[config.mk]
export PLATFORM = sky130hd
export DESIGN_NAME = clk_out_gate
export DESIGN_NICKNAME = d
export VERILOG_FILES = /design/src/rtl/clk_out_gate_pkg.sv /design/src/rtl/clkgate_cell.sv /design/src/rtl/pci_stop_sync.sv /design/src/rtl/clk_out_gate.sv
export SDC_FILE = /design/constraint.sdc
export NUM_CORES = 1
export LEC_CHECK = 0
export ABC_CLOCK_PERIOD_IN_PS = 1100
export BUFFER_PORTS_ARGS = -buffer_cell sky130_fd_sc_hd__buf_2
export CAP_MARGIN = 5
export CORE_MARGIN = 8
export CORE_UTILIZATION = 48
export DETAILED_ROUTE_END_ITERATION = 6
export MAX_ROUTING_LAYER = met4
export PLACE_DENSITY = 0.79
export RECOVER_POWER = 50
export REMOVE_ABC_BUFFERS = 1
export SLEW_MARGIN = 40
export SYNTH_ARGS = -nofsm -noshare
export SYNTH_HDL_FRONTEND = slang
export SYNTH_HIERARCHICAL = 1
export SYNTH_SLANG_ARGS = --single-unit
[constraint.sdc]
create_clock -name clk -period 1.1 [get_ports clk]
set_input_delay 0.165 -clock clk [delete_from_list [all_inputs] [get_ports clk]]
set_output_delay 0.165 -clock clk [all_outputs]
set_load 0.03 [all_outputs]
[src/rtl/clk_out_gate_pkg.sv]
package clk_out_gate_pkg;
  typedef enum logic [1:0] {
    TRI_RUN_A = 2'b00,
    TRI_RSVD  = 2'b01,
    TRI_RUN_B = 2'b10,
    TRI_FLOAT = 2'b11
  } tri_code_e;
endpackage

[src/rtl/clkgate_cell.sv]
module clkgate_cell (
  input  logic clk,
  input  logic rst_n,
  input  logic src,
  input  logic want,
  output logic gclk
);
  logic en_q;
  logic en_d;

  // enable may only be reloaded while the source level is low
  always_comb begin
    en_d = en_q;
    if (!src) en_d = want;
  end

  always_ff @(posedge clk or negedge rst_n) begin
    if (!rst_n) en_q <= 1'b0;
    else        en_q <= en_d;
  end

  assign gclk = src & en_q;

  p_en_hold_r2: assert property (@(posedge clk) disable iff (!rst_n)
    (en_q != $past(en_q)) |-> !$past(src));
  p_no_runt_r2: assert property (@(posedge clk) disable iff (!rst_n)
    $rose(gclk) |-> $rose(src));
endmodule

[src/rtl/pci_stop_sync.sv]
module pci_stop_sync (
  input  logic clk,
  input  logic rst_n,
  input  logic src,
  input  logic stop_n,
  output logic run_q
);
  logic prev_q;
  logic run_d;

  always_comb begin
    run_d = run_q;
    if (src && !prev_q) run_d = stop_n;
  end

  always_ff @(posedge clk or negedge rst_n) begin
    if (!rst_n) begin
      prev_q <= 1'b0;
      run_q  <= 1'b1;
    end else begin
      prev_q <= src;
      run_q  <= run_d;
    end
  end

  p_stop_edge_r4: assert property (@(posedge clk) disable iff (!rst_n)
    (run_q != $past(run_q)) |-> ($past(src) && !$past(prev_q)));
endmodule

[src/rtl/clk_out_gate.sv]
module clk_out_gate #(
  parameter int N_CPU     = 2,
  parameter int N_PCI     = 5,
  parameter int N_SDR_GRP = 3,
  parameter int SDR_GRP_W = 4,
  parameter int N_REF     = 2,
  localparam int N_SDR    = N_SDR_GRP * SDR_GRP_W + 1
) (
  input  logic               clk,
  input  logic               rst_n,
  input  logic               cpu_src,
  input  logic               pci_src,
  input  logic               sdr_src,
  input  logic               ref_src,
  input  logic               usb_src,
  input  logic               sio_src,
  input  logic               strap_ref_mode,
  input  logic               stop_req_n,
  input  logic               oe_pin,
  input  logic [1:0]         tri_sel,
  input  logic [N_CPU-1:0]   cpu_act,
  input  logic [N_PCI-1:0]   pci_act,
  input  logic               pcif_act,
  input  logic [N_SDR_GRP:0] sdr_act,
  input  logic [N_REF-1:0]   ref_act,
  input  logic               apic_act,
  input  logic               usb_act,
  input  logic               sio_act,
  output logic [N_CPU-1:0]   cpu_clk,
  output logic [N_PCI-1:0]   pci_clk,
  output logic               pcif_clk,
  output logic [N_SDR-1:0]   sdr_clk,
  output logic [N_REF-1:0]   ref_clk,
  output logic               apic_clk,
  output logic               usb_clk,
  output logic               sio_clk,
  output logic               pad_drive
);
  import clk_out_gate_pkg::*;

  // reset: asserted asynchronously, released through two flops
  logic [1:0] rst_sync_q;
  logic       rst_int_n;
  always_ff @(posedge clk or negedge rst_n) begin
    if (!rst_n) rst_sync_q <= 2'b00;
    else        rst_sync_q <= {rst_sync_q[0], 1'b1};
  end
  assign rst_int_n = rst_sync_q[1];

  // PCI stop path
  logic stop_run_q;
  logic pci_run;
  pci_stop_sync u_stop (
    .clk   (clk),
    .rst_n (rst_int_n),
    .src   (pci_src),
    .stop_n(stop_req_n),
    .run_q (stop_run_q)
  );
  assign pci_run = strap_ref_mode | stop_run_q;

  // pad drive: shared by every output, three-state dominates
  logic drive_d;
  logic drive_q;
  always_comb begin
    drive_d = oe_pin;
    if (tri_code_e'(tri_sel) == TRI_FLOAT) drive_d = 1'b0;
  end
  always_ff @(posedge clk or negedge rst_int_n) begin
    if (!rst_int_n) drive_q <= 1'b0;
    else            drive_q <= drive_d;
  end
  assign pad_drive = drive_q;

  p_oe_r6: assert property (@(posedge clk) disable iff (!rst_int_n)
    !oe_pin |=> !pad_drive);
  p_tri_r7: assert property (@(posedge clk) disable iff (!rst_int_n)
    (tri_sel == 2'b11) |=> !pad_drive);

  // per-output gate cells
  for (genvar i = 0; i < N_CPU; i++) begin : g_cpu
    clkgate_cell u_cell (.clk(clk), .rst_n(rst_int_n), .src(cpu_src),
                         .want(cpu_act[i]), .gclk(cpu_clk[i]));
  end

  for (genvar i = 0; i < N_PCI; i++) begin : g_pci
    clkgate_cell u_cell (.clk(clk), .rst_n(rst_int_n), .src(pci_src),
                         .want(pci_act[i] & pci_run), .gclk(pci_clk[i]));
  end

  clkgate_cell u_pcif (.clk(clk), .rst_n(rst_int_n), .src(pci_src),
                       .want(pcif_act), .gclk(pcif_clk));

  for (genvar i = 0; i < N_SDR; i++) begin : g_sdr
    localparam int GRP = (i < N_SDR_GRP * SDR_GRP_W) ? (i / SDR_GRP_W) : N_SDR_GRP;
    clkgate_cell u_cell (.clk(clk), .rst_n(rst_int_n), .src(sdr_src),
                         .want(sdr_act[GRP]), .gclk(sdr_clk[i]));
  end

  for (genvar i = 0; i < N_REF; i++) begin : g_ref
    if (i == 0) begin : g_shared
      clkgate_cell u_cell (.clk(clk), .rst_n(rst_int_n), .src(ref_src),
                           .want(ref_act[i] & strap_ref_mode), .gclk(ref_clk[i]));
    end else begin : g_plain
      clkgate_cell u_cell (.clk(clk), .rst_n(rst_int_n), .src(ref_src),
                           .want(ref_act[i]), .gclk(ref_clk[i]));
    end
  end

  clkgate_cell u_apic (.clk(clk), .rst_n(rst_int_n), .src(ref_src),
                       .want(apic_act), .gclk(apic_clk));
  clkgate_cell u_usb  (.clk(clk), .rst_n(rst_int_n), .src(usb_src),
                       .want(usb_act), .gclk(usb_clk));
  clkgate_cell u_sio  (.clk(clk), .rst_n(rst_int_n), .src(sio_src),
                       .want(sio_act), .gclk(sio_clk));
endmodule

Yosys cells after proc, flatten, opt, wreduce, memory -nomap -nowiden
Cells that the tools add are included.
Operators by class
  eq/ne operators: 1
  multiplexer cells: 1
  bitwise logic cells: 24
  reduce and logical (&&, ||, !) cells: 2
Operators by type and width (number)
  $and A1 B1 Y1: 23
  $eq A2 B2 Y1 const B: 1
  $logic_and A1 B1 Y1: 1
  $logic_not A1 Y1: 1
  $mux W1: 1
  $or A1 B1 Y1: 1
Word-level totals
  flip-flop bits (word level): 22
  bits of input ports: 30
  output and inout bits: 27
  logic and storage cells: 49

Depth between registers and ports, before layout
Gate-level depths: netlist of run 1.
  depth after elaboration: 2
  gate-level depth with buffers: 2
  gate-level depth less buffers: 2

Modules after synthesis
Netlist of run 1, hierarchy kept.
By module, submodules not included
  clkgate_cell: times used 26, cells an instance 3, area each 47.5 um^2, seq. area each 25.0 um^2
  clk_out_gate: times used 1, cells an instance 11, area each 130.1 um^2, seq. area each 75.1 um^2
  pci_stop_sync: times used 1, cells an instance 4, area each 80.1 um^2, seq. area each 51.3 um^2

Worst setup path after synthesis of run 1
Ideal clock, no wire load.
  path kind: reg2reg
  start point: register u_stop.run_q
  end point: register g_pci[0].u_cell.en_q
  setup time: 0.125 ns
  arrival time: 0.773 ns
  data required time: 0.975 ns
  setup slack: 0.202 ns
  cell stages (with the launch flop): 3
  path buffers: 0
  period minus slack after synthesis: 0.898 ns
  cell sequence: dfstp_2 o21a_1 mux2_4
On the way
  word-level cells in the longest chain between the ends: 2
Ends and longest elaborated chain
  start: declaration: line pci_stop_sync.sv:6  | output logic run_q
  start signal: assignment: line pci_stop_sync.sv:22  | run_q <= run_d;
  $or A1 B1 Y1: line clk_out_gate.sv:60  | assign pci_run = strap_ref_mode | stop_run_q;
  $and A1 B1 Y1: line clk_out_gate.sv:88  | .want(pci_act[i] & pci_run), .gclk(pci_clk[i]));
  end signal: assignment: line clkgate_cell.sv:19  | else en_q <= en_d;
  end: declaration: line clkgate_cell.sv:8  | logic en_q;
Every way passes these cells.
A chain may end at the register's enable or synchronous reset.

Worst setup path after layout of run 1
  start point: register g_pci[0].u_cell.en_q
  end point: output pci_clk[0]
On the way
  word-level cells in the longest chain between the ends: 1
Ends and longest elaborated chain
  $and A1 B1 Y1: line clkgate_cell.sv:22  | assign gclk = src & en_q;
  end: declaration: line clk_out_gate.sv:30  | output logic [N_PCI-1:0] pci_clk,
Every way passes these cells.

==> results of run 1 <==
state kept, by name, summed over array words and instances, names as in the netlist:
register and flops:
u_apic/en_q 1, g_ref.g_plain.u_cell/en_q 1, u_usb/en_q 1, g_pci.u_cell/en_q 5, g_ref.g_shared.u_cell/en_q 1, rst_sync_q 2, pad_drive 1, g_sdr.u_cell/en_q 13
g_cpu.u_cell/en_q 2, u_sio/en_q 1, u_pcif/en_q 1, u_stop/prev_q 1, u_stop/run_q 1
critical path, delay by kind of cell (launching register included):
family	cells	cell delay, ns
buffers and inverters	1	0.13
AND/OR/NAND/NOR	1	0.15
flip-flops	1	0.41
repair_timing:
action / 4_1_cts / 5_1_grt
setup buffers: 14 / 9
endpoints found under the setup margin: 26 / 26
hold buffers: 1 / 0
hold endpoints to repair: 2 / 0
resized for setup: 78 / 0
power breakdown:
part           internal, W  total (W)  switching (W)
clock network     0.000537   0.000910       0.000373
registers          0.00126    0.00134      0.0000790
logic             0.000547   0.000916       0.000369
total              0.00234    0.00316       0.000820
layer usage:
metal	share of wire	wire length, um	track usage	vias up
met5	0	0	-	-
met4	0.0060	21	0.04388	0
met3	0.061	211	0.05791	3
met2	0.51	1770	0.2441	46
met1	0.42	1478	0.1625	490
li1	-	-	-	493
how the worst min path moves through the flow:
| stage | slack, ns | end | depth (start not counted) |
|---|---|---|---|
| after floorplan | -0.13 | rst_sync_q[0]$_DFF_PN0_ | 0 |
| after global placement | -0.05 | rst_sync_q[0]$_DFF_PN0_ | 1 |
| after detailed placement | -0.05 | rst_sync_q[0]$_DFF_PN0_ | 1 |
| after CTS | 0.02 | pad_drive$_DFF_PN0_ | 2 |
| after global routing | 0.04 | pad_drive$_DFF_PN0_ | 2 |
| final | 0.05 | pad_drive$_DFF_PN0_ | 2 |
logic make-up after synthesis:
logic type / synth area share
other: 0.002593
AOI/OAI and AO/OA: 0.03115
and+or+nand+nor: 0.1488
muxes: 0.2803
DFF: 0.5372
cells in the final DEF (no fill, tap or decap):
cell,count
dfstp_2,1
bufinv_16,1
clkbuf_8,1
buf_4,23
buf_12,1
o21a_1,5
buf_6,26
and2_4,26
clkinv_2,1
clkbuf_2,1
buf_2,29
conb_1,1
and2_1,1
a21boi_0,1
nor2b_4,1
dlygate4sd3_1,1
mux2_4,27
dfrtp_1,30
clkbuf_1,2
clkbuf_4,5
layout make-up:
type	count	area share
flip-flops and latches	31	0.3439
repair buffers	83	0.2890
multi-input cells	62	0.3106
clock inverters	2	0.01550
clock buffers	6	0.02270
well taps	33	0.01827
metrics by stage:
| stage | cell area [um^2] | instances |
|---|---|---|
| floorplan | 1446 | 93 |
| global placement | 1815 | 185 |
| detailed placement | 1815 | 185 |
| CTS | 2212 | 208 |
| global route | 2260 | 217 |
| finish | 2260 | 217 |
==> flow_metrics.tcl, run 1 <==
set metrics [dict create \
    status "finished with violations" \
    violations "setup timing" \
    startpoint "g_pci[0].u_cell/en_q$_DFFE_PN0N_" \
    setup_ws_ns -0.06979 \
    crit_type "flop to output port" \
    synth_edf_count 0 \
    vias 1032 \
    cts_htree_levels 2 \
    antenna_left 0 \
    hold_class "primary input to flop" \
    synthTopCellsByArea "dfrtp_1 (52%), mux2_4 (28%), and2_2 (13%), o21a_1 (2.6%), dfstp_2 (1.8%)" \
    ys_seq_area_frac 0.5372 \
    drive_gt1_frac 0.7772 \
    setup_viol 26 \
    wl_mm 3.481 \
    fin_crit_ns 1.170 \
    ys.flop_type "dfrtp_1" \
    min_from "tri_sel[1]" \
    cap_violations 0 \
    synthesis.area_um2 1446 \
    cts_buffer_depth 2 \
    die_h_um 70.90 \
    root_buffer "clkbuf_4" \
    numCtsBuffers 5 \
    rsz0062_at_grt "yes" \
    regArea_um2 777.0 \
    r2r_end "g_cpu[0].u_cell/en_q$_DFFE_PN0N_" \
    hold_viol 0 \
    die_w_um 70.90 \
    cpPeakStageDelay_ns 0.41 \
    syn2layout_area_growth_pct 56.23 \
    via_per_inst 4.756 \
    start_kind "flop" \
    n_fill_cell 198 \
    clock_sinks 31 \
    drt-initial-drc-count 32 \
    grt_use_total 0.1484 \
    dp_slack_ns 0.08875 \
    grt_max_degree 27 \
    fin_nets 213 \
    fin_setup_tns_ns -1.210 \
    cp.arrival_ns 1.00 \
    io_buffers 56 \
    synth-seq-cells 31 \
    fin_worst_skew_ns 0.005171 \
    crit_path_end "pci_clk[0]" \
    critical_path.cell_chain "and2_4, buf_6" \
    wl_per_cell_um 16.04 \
    drc_errors 0 \
    ir_worst_vdd_uv 847.0 \
    core_area_um2 2953 \
    synth_cell_types 9 \
    grt_pass1_wl_mm 5.706 \
    first_pass_iters 2 \
    synthTopCellsByCount "dfrtp_1 (30), mux2_4 (27), and2_2 (26)" \
    synth_top_area_frac 0.5190 \
    whs_ns 0.05096 \
    multi_input_area_um2 701.9 \
    fmax_mhz 854.9 \
    crit_path_top_delay_cell "dfrtp_1" \
    finalPower_w 0.003162 \
    cp.required_ns 0.94 \
    r2r-start "g_cpu[0].u_cell/en_q$_DFFE_PN0N_" \
    ios 57 \
    power_density_nw_per_um2 1399 \
    syn_inst 93 \
    dieArea_um2 5026 \
    reg2regPathDepth 3 \
    path_clk_slew_ns 0.09 \
    rows 20 \
    yosys_warnings 6 \
    async_reset_ff_frac 1.000 \
    p_leak_nw 1.185 \
    maxSlewViolCount 0 \
    min_period_over_period 1.063 \
    reg2reg_setup_slack_ns 0.09 \
    cp_max_fo 2 \
    clkLatencyLatePin_ns 0.32 \
    avgSynthCellArea_um2 15.55 \
    gp_congestion 0.7256 \
    end_kind "output port" \
    synth_area_leader_cell "dfrtp_1" \
    grt_overflow_total 0 \
    grt_pass1_vias 1206 \
    start_util 0.4898 \
    num_antenna_cells 0 \
    utilization 0.7653 \
    synth.most_common_cell "dfrtp_1" \
    tritoncts "done" \
    antenna_found_initial 0 \
]
(Power assumes the default switching activity.)
==> inputs of run 2 (changes only) <==
- ABC_AREA: not set -> 1
- CORE_UTILIZATION: 48 -> 47
==> flow_metrics.tcl, run 2 <==
set metrics [dict create \
    status "finished with violations" \
    violations "setup timing" \
    gp_congestion 0.7121 \
    critPathBufInv 2 \
    cp_top_family "flip-flops" \
    antenna_left 0 \
    die_h_um 69.57 \
    whs_ns 0.02110 \
    wl_mm 3.295 \
    clkLatencyLatePin_ns 0.31 \
    synth-seq-cells 31 \
    grt_use_total 0.1420 \
    synth-simple-area-share 0.2505 \
    cts_buffer_depth 2 \
    dp_slack_ns 0.1676 \
    dieArea_um2 4840 \
    core_area_um2 2734 \
    drc_errors 0 \
    crit_path_top_delay_cell "dfrtp_1" \
    ios 57 \
    synthTopCellsByCount "nand2_1 (82), inv_1 (60), dfrtp_1 (30)" \
    n_fill_cell 209 \
    rsz0062_at_grt "yes" \
    setup_ws_ns -0.01478 \
    num_antenna_cells 0 \
    cpPeakStageDelay_ns 0.39 \
    wl_per_cell_um 11.06 \
    grt_pass1_vias 1338 \
    fin_worst_skew_ns 0.004720 \
    synth_top_family_by_area "simple AND/OR/NAND/NOR gates" \
    path_clk_slew_ns 0.09 \
    cp.required_ns 0.94 \
    clock_sinks 31 \
    grt_max_degree 27 \
    synth-compound-area-share 0.003711 \
    switching_share 0.2967 \
    fmax_mhz 897.0 \
    relSlewSlack 0.6413 \
    clock_power_share 0.224 \
    synthMuxAreaShare 0 \
    drt-initial-drc-count 33 \
    hold_viol 0 \
    min_period_over_period 1.013 \
    mostFrequentLayoutCell "nand2_1" \
    tritoncts "done" \
    grt_overflow_total 0 \
    drive_gt1_frac 0.4195 \
    async_reset_ff_frac 1.000 \
    start_util 0.4934 \
    crit_type "flop to output port" \
    pwr-share-seq 0.512 \
    dp_hpwl_mm 2.110 \
    rows 19 \
    largestRegisters "g_sdr.u_cell/en_q: 13 flops, g_pci.u_cell/en_q: 5 flops" \
    p_leak_nw 1.416 \
    ys.flop_type "dfrtp_1" \
    comb_power_share 0.265 \
    syn_inst 182 \
    vias 1253 \
    power.switching_w 0.0007410 \
    synthTopCellsByArea "dfrtp_1 (56%), nand2_1 (23%), inv_1 (17%), dfstp_2 (1.9%), nor2_1 (1.4%)" \
    synth_top_area_frac 0.5566 \
    synth-xor-area-share 0 \
    hold_class "primary input to flop" \
    utilization 0.7652 \
    p_int_w 0.001756 \
    cp_max_fo 2 \
    start_kind "flop" \
    synthAdderAreaFrac 0 \
    ys_seq_area_frac 0.5761 \
    end_kind "output port" \
    synth_cell_types 9 \
    cap_violations 0 \
    largest_reg_flops 13 \
    fin_nets 298 \
    fin_crit_ns 1.115 \
    die_w_um 69.57 \
    maxSlewViolCount 0 \
    io_buffers 56 \
    cts_htree_levels 2 \
    root_buffer "clkbuf_4" \
    first_pass_iters 4 \
    avgSynthCellArea_um2 7.411 \
    antenna_found_initial 0 \
    synth_area_leader_cell "dfrtp_1" \
    yosys_warnings 6 \
    syn2layout_area_growth_pct 55.10 \
    ir_worst_vdd_uv 1021 \
    via_per_inst 4.205 \
    setup_viol 6 \
    tightest_slew_ns 0.5380 \
    regMostFlops "g_sdr.u_cell/en_q" \
    cp.arrival_ns 0.95 \
    critical_path.cell_chain "nand2_2, inv_2, buf_6" \
    synth_edf_count 0 \
    synthesis.area_um2 1349 \
    synth.most_common_cell "nand2_1" \
    grt_pass1_wl_mm 5.547 \
    power_density_nw_per_um2 1194 \
    numCtsBuffers 5 \
    layout_common_cells "nand2_1 (67), inv_1 (45), dfrtp_1 (30)" \
]
run 2: power by group through the flow:
stage | clock, W | sequential, W | combinational [W]
after floorplan | 0 | 0.00130 | 0.000280
after global placement | 0 | 0.00129 | 0.000476
after detailed placement | 0 | 0.00129 | 0.000485
after CTS | 0.000588 | 0.00127 | 0.000627
after global routing | 0.000629 | 0.00129 | 0.000725
final | 0.000558 | 0.00128 | 0.000661
run 2: metal layers:
| layer | wire length [um] | vias up | GRT usage |
|---|---|---|---|
| met4 | 47 | 0 | 0.05467 |
| met2 | 1732 | 37 | 0.2561 |
| met5 | 0 | - | - |
| met3 | 159 | 4 | 0.04292 |
| met1 | 1355 | 554 | 0.1388 |
| li1 | - | 658 | - |
run 2: repair_timing:
item                       CTS  global route
resized for setup           52            30
hold buffers                 2             0
setup endpoints to repair   26            26
pin swaps                    1             2
setup buffers               14             4
hold endpoints to repair     3             0
run 2: cells by family (layout without fill, tap and decap cells):
kind of cell	count (synthesis)	count (layout)
simple gates	89	89
compound gates	1	1
other cells	1	1
buf+inv	60	145
flops	31	31
run 2: final cells by class:
type / count / area (um^2) / area share
Multi-Input combinational cell: 91 / 384.1 / 0.1836
Tap cell: 31 / 38.79 / 0.01854
Sequential cell: 31 / 777.0 / 0.3714
Clock buffer: 6 / 41.29 / 0.01974
Timing Repair Buffer: 79 / 625.6 / 0.2990
Inverter: 60 / 225.2 / 0.1077
run 2: final timing paths:
check | to | slack (ns) | startpoint | depth (start not counted)
min in group asynchronous | rst_sync_q[1]$_DFF_PN0_ | 0.17 | rst_n | 2
worst max register to register | g_pci[0].u_cell/en_q$_DFFE_PN0N_ | 0.07 | g_pci[0].u_cell/en_q$_DFFE_PN0N_ | 6
worst min register to register | g_pci[4].u_cell/en_q$_DFFE_PN0N_ | 0.25 | rst_sync_q[1]$_DFF_PN0_ | 1
max in group asynchronous | u_stop/run_q$_DFFE_PN1P_ | 0.41 | rst_sync_q[1]$_DFF_PN0_ | 1
worst max-delay path | sdr_clk[5] | -0.01 | g_sdr[5].u_cell/en_q$_DFFE_PN0N_ | 3
worst min-delay path | pad_drive$_DFF_PN0_ | 0.02 | tri_sel[0] | 2
run 2: metrics by stage:
stage / area (um^2) / instances / total power, W / setup TNS, ns
6_report: 2092 / 298 / 0.002497 / -0.03928
3_3_place_gp: 1703 / 272 / 0.001764 / 0
3_5_place_dp: 1703 / 272 / 0.001777 / 0
2_1_floorplan: 1349 / 182 / 0.001583 / 0
4_1_cts: 2032 / 294 / 0.002485 / -0.3932
5_1_grt: 2092 / 298 / 0.002639 / -1.177
